--- config.mk ---
export PLATFORM = sky130hd
export DESIGN_NAME = lp_clock_gate
export DESIGN_NICKNAME = d
export VERILOG_FILES = /design/src/rtl/lp_clock_gate.sv
export SDC_FILE = /design/constraint.sdc
export NUM_CORES = 1
export LEC_CHECK = 0
export ABC_AREA = 1
export BUFFER_PORTS_ARGS = -buffer_cell sky130_fd_sc_hd__clkbuf_2
export CORE_AREA = 4 4 46 48
export CTS_CLUSTER_DIAMETER = 80
export DETAILED_ROUTE_END_ITERATION = 10
export DIE_AREA = 0 0 50 52
export GPL_TIMING_DRIVEN = 0
export PLACE_DENSITY = 0.69
export SLEW_MARGIN = 20
export SYNTH_ARGS = -nofsm -noshare
export SYNTH_HDL_FRONTEND = slang
export SYNTH_SLANG_ARGS = --single-unit
--- constraint.sdc ---
create_clock -name clk -period 0.8 [get_ports clk]
set_input_delay 0.04 -clock clk [delete_from_list [all_inputs] [get_ports clk]]
set_output_delay 0.04 -clock clk [all_outputs]
set_load 0.01 [all_outputs]
--- src/rtl/lp_clock_gate.sv ---
module lp_clock_gate #(
  parameter int SR_W     = 16,
  parameter int MODE_LSB = 4
) (
  input  logic            clk,
  input  logic            rst_n,
  input  logic            sr_we,
  input  logic [SR_W-1:0] sr_wdata,
  input  logic [1:0]      selm,
  input  logic            sels,
  input  logic            dco_ph,
  input  logic            xt_ph,
  input  logic            irq_take,
  input  logic            irq_ret,
  input  logic [3:0]      restore_mode,
  output logic [3:0]      mode_o,
  output logic [3:0]      saved_o,
  output logic            aclk_en,
  output logic            mclk_en,
  output logic            smclk_en,
  output logic            dco_pd,
  output logic            xt_pd
);
  localparam int MODE_W = 4;

  logic [MODE_W-1:0] mode_q, saved_q;
  logic gate_m, gate_s;
  logic m_ph, s_ph;
  logic dco_use, xt_use;

  wire sub_off  = mode_q[3];
  wire dco_off  = mode_q[2];
  wire xt_off   = mode_q[1];
  wire main_off = mode_q[0];

  always_ff @(posedge clk or negedge rst_n) begin
    if (!rst_n) begin
      mode_q  <= '0;
      saved_q <= '0;
    end else if (irq_take) begin
      saved_q <= mode_q;
      mode_q  <= '0;
    end else if (irq_ret) begin
      mode_q  <= restore_mode;
    end else if (sr_we) begin
      mode_q  <= sr_wdata[MODE_LSB +: MODE_W];
    end
  end

  assign m_ph = selm[1] ? xt_ph : dco_ph;
  assign s_ph = sels    ? xt_ph : dco_ph;

  always_ff @(posedge clk or negedge rst_n) begin
    if (!rst_n) begin
      gate_m <= 1'b0;
      gate_s <= 1'b0;
    end else begin
      if (!m_ph) gate_m <= ~main_off;
      if (!s_ph) gate_s <= ~sub_off;
    end
  end

  assign aclk_en  = xt_ph;
  assign mclk_en  = gate_m & m_ph;
  assign smclk_en = gate_s & s_ph;

  assign dco_use = ((gate_m | ~main_off) & ~selm[1]) | ((gate_s | ~sub_off) & ~sels);
  assign xt_use  = ((gate_m | ~main_off) &  selm[1]) | ((gate_s | ~sub_off) &  sels);
  assign dco_pd  = dco_off & ~dco_use;
  assign xt_pd   = xt_off & ~xt_use;

  assign mode_o  = mode_q;
  assign saved_o = saved_q;


  irq_save_chk: assert property (@(posedge clk) disable iff (!rst_n)
    irq_take |=> (mode_q == '0) && (saved_q == $past(mode_q)));


  irq_restore_chk: assert property (@(posedge clk) disable iff (!rst_n)
    (irq_ret && !irq_take) |=> (mode_q == $past(restore_mode)) && $stable(saved_q));


  gate_m_low_chk: assert property (@(posedge clk) disable iff (!rst_n)
    (gate_m != $past(gate_m)) |-> !$past(m_ph));


  gate_s_low_chk: assert property (@(posedge clk) disable iff (!rst_n)
    (gate_s != $past(gate_s)) |-> !$past(s_ph));


  dco_pd_safe_chk: assert property (@(posedge clk) disable iff (!rst_n)
    dco_pd |-> !(mclk_en && !selm[1]) && !(smclk_en && !sels));


  xt_pd_safe_chk: assert property (@(posedge clk) disable iff (!rst_n)
    xt_pd |-> !(mclk_en && selm[1]) && !(smclk_en && sels));
endmodule

==> flow_metrics.env <==
export IMPL_power_share_sequential_pct=42.3
export IMPL_clockBufferDepth=2
export IMPL_groute_usage_overall_pct=10.8
export IMPL_grt_pass1_vias=536
export IMPL_met1_usage_pct=13.8
export IMPL_cts_made_buffers=3
export IMPL_cts_tree="yes"
export IMPL_final_seq_area_um2=250
export IMPL_vias=597
export IMPL_min_to="saved_o[1]$_DFFE_PN0P_"
export IMPL_swShare_pct=26.8
export IMPL_remaining_drc_errors=0
export IMPL_start_util_pct=31.4
export IMPL_antenna_found_initial=0
export IMPL_overflow=0
export IMPL_synth_area_leaders="dfrtp_1, nand2_1, nand3_1, inv_1, nor2_4"
export IMPL_grt_first_pass_wirelength_mm=2.17
export IMPL_fin_setup_tns_ps=-1730
export IMPL_num_antenna_cells=0
export IMPL_violations="setup timing"
export IMPL_drive_gt1_share_pct=40.8
export IMPL_synthDistinctLibCells=10
export IMPL_synth_area_um2=537
export IMPL_avgViaCountPerCell=4.12
export IMPL_port_buffers=29
export IMPL_slew_headroom_pct=84.2
export IMPL_drv_cap=0
export IMPL_hold_viol=0
export IMPL_clock_sinks=10
export IMPL_clock_latency_ps=260
export IMPL_synth_cells=78
export IMPL_place_gp_congestion=0.758
export IMPL_hold_depth=3
export IMPL_fmax_mhz=913
export IMPL_whs_ps=57.0
export IMPL_hpwl_mm=1.07
export IMPL_outcome="finished, violations left"
export IMPL_r2r_start="mode_o[0]$_DFFE_PN0P_"
export IMPL_core_um2=1710
export IMPL_ios=43
export IMPL_fin_ws_ps=-295
export IMPL_syn_nets=108
export IMPL_met2_usage_pct=16.5
export IMPL_power_frac_comb_pct=25.1
export IMPL_path_max_fanout=2
export IMPL_dieArea_um2=2600
export IMPL_drv_slew=0
export IMPL_peakVddDrop_v=0.000774
export IMPL_period_share_pct=137
export IMPL_wl_mm=1.28
export IMPL_final_setup_viol_count=14
export IMPL_min_delay_start="irq_take"
export IMPL_ant_nets=0
export IMPL_clk_pin_slew_ps=60
export IMPL_yosysTopAreaCell="dfrtp_1"
export IMPL_final_util_pct=49.7
export IMPL_worst_clock_skew_ps=0.775
export IMPL_r2r_end="gate_m$_DFFE_PN0N_"
export IMPL_cts_htree_levels=1
export IMPL_grt_max_degree=11
export IMPL_yosysSeqAreaShare_pct=46.6
export IMPL_num_rows=15
export IMPL_root_buffer="clkbuf_4"
export IMPL_drtPass1Iterations=4
export IMPL_start_kind="register"
export IMPL_crit_path_end_kind="output pin"
export IMPL_cellPowerDensity_nw_per_um2=1600
export IMPL_yosysWarnings=0
export IMPL_min_period_ps=1090
export IMPL_drt_iter0_drc=6
export IMPL_rsz0062_at_grt="true"
export IMPL_cp_arrival_ps=1050
export IMPL_multiInputGateArea_um2=244
export IMPL_required_ps=760
export IMPL_clkPwrFrac_pct=32.6
export IMPL_p_sw_uw=363
export IMPL_worst_pin_slew_ps=236
export IMPL_syn_area_per_cell_um2=6.88
export IMPL_area_growth_pct=58.0
export IMPL_r2r_slack_ps=-80
export IMPL_nFillCells=184
export IMPL_place_worst_setup_slack_ps=-33.7
export IMPL_cellInternalPower_uw=993
export IMPL_wl_per_cell_um=8.83
export IMPL_yosysTopAreaCellShare_pct=46.6
export IMPL_hold_class="input port to register"
export IMPL_die_height_um=52
export IMPL_reg2regPathDepth=5
export IMPL_synth_seq_cells=10
export IMPL_crit_type="register to output pin"
export IMPL_busiest_layer="met2"
export IMPL_leakagePower_uw=0.000533
export IMPL_fp_dieW_um=50
export IMPL_nNetsFinal=151
export IMPL_grtUsageMet3_pct=3.72
## critical path: stages, from the launching register on
cell	delay (ps)
dfrtp_1	380
inv_1	70
nand2_2	50
nand2_1	50
nand2_1	40
nor2_1	70
buf_2	130
## registers in the layout, summed over array words and instances (netlist names)
name     count
mode_o       4
saved_o      4
gate_m       1
gate_s       1
## stage by stage
stage / power [uW] / instances / instance area, um2
4_1_cts: 1330 / 142 / 797
6_report: 1360 / 145 / 848
3_3_place_gp: 849 / 132 / 713
3_5_place_dp: 856 / 132 / 713
5_1_grt: 1440 / 145 / 848
2_1_floorplan: 724 / 78 / 537
## cells in the final DEF, fill, tap and decap left out
cell            n
nor2_1          2
buf_6           5
inv_1           6
nand2_2         1
nand2_1        42
clkbuf_4        3
inv_2           4
clkbuf_2       23
buf_2           3
nor2_4          2
clkbuf_8        1
dfrtp_1        10
nand3_1         6
o21ai_1         2
a21oi_1         2
dlygate4sd3_1   1
buf_4           7
## cell usage after synthesis
library cell and number:
inv_1 8, o21ai_1 2, a21oi_1 2, inv_2 2, buf_4 1, nand3_1 6, nor2_1 2, nor2_4 2
nand2_1 43, dfrtp_1 10
## layer usage
metal / wire, um / share of wire (%) / vias to the layer above
met2: 543 / 42 / 25
met3: 119 / 9.3 / 4
met5: 0 / 0 / -
li1: - / - / 318
met4: 14 / 1.1 / 0
met1: 602 / 47 / 250
## worst max path at each step
stage                          startpoint     end
floorplan           mode_o[3]$_DFFE_PN0P_  dco_pd
global placement    mode_o[3]$_DFFE_PN0P_  dco_pd
detailed placement  mode_o[3]$_DFFE_PN0P_  dco_pd
CTS                    gate_s$_DFFE_PN0N_   xt_pd
global route           gate_s$_DFFE_PN0N_   xt_pd
finish                 gate_s$_DFFE_PN0N_  dco_pd
## what timing repair did
item | in CTS | in global routing
setup endpoints to repair | 12 | 18
hold endpoints to repair | 10 | 0
gates resized for setup | 0 | 14
pin swaps | 1 | 2
hold buffers | 1 | 0
buffers inserted | 5 | 3
## power by group through the flow
| stage | Combinational (uW) | Sequential, uW | Clock [uW] |
|---|---|---|---|
| 6_report | 341 | 574 | 442 |
| 5_1_grt | 389 | 579 | 472 |
| 4_1_cts | 304 | 575 | 453 |
| 3_5_place_dp | 264 | 592 | 0 |
| 3_3_place_gp | 258 | 591 | 0 |
| 2_1_floorplan | 122 | 601 | 0 |
## logic make-up after synthesis
group | after synthesis | share of synthesized area (%)
and+or+nand+nor | 53 | 41.3
DFF | 10 | 46.6
AOI/OAI and AO/OA | 4 | 3.73
buffers and inverters | 11 | 8.39
## layout make-up
cell class                      instances  share of cell area (%)
Buffer                                  1                   0.885
Clock buffer                            4                    4.28
Inverter                               10                    4.42
Multi-Input combinational cell         57                    28.8
Sequential cell                        10                    29.5
Tap cell                               25                    3.69
Timing Repair Buffer                   38                    28.5
No activity file was read; power rests on OpenSTA's default activity.
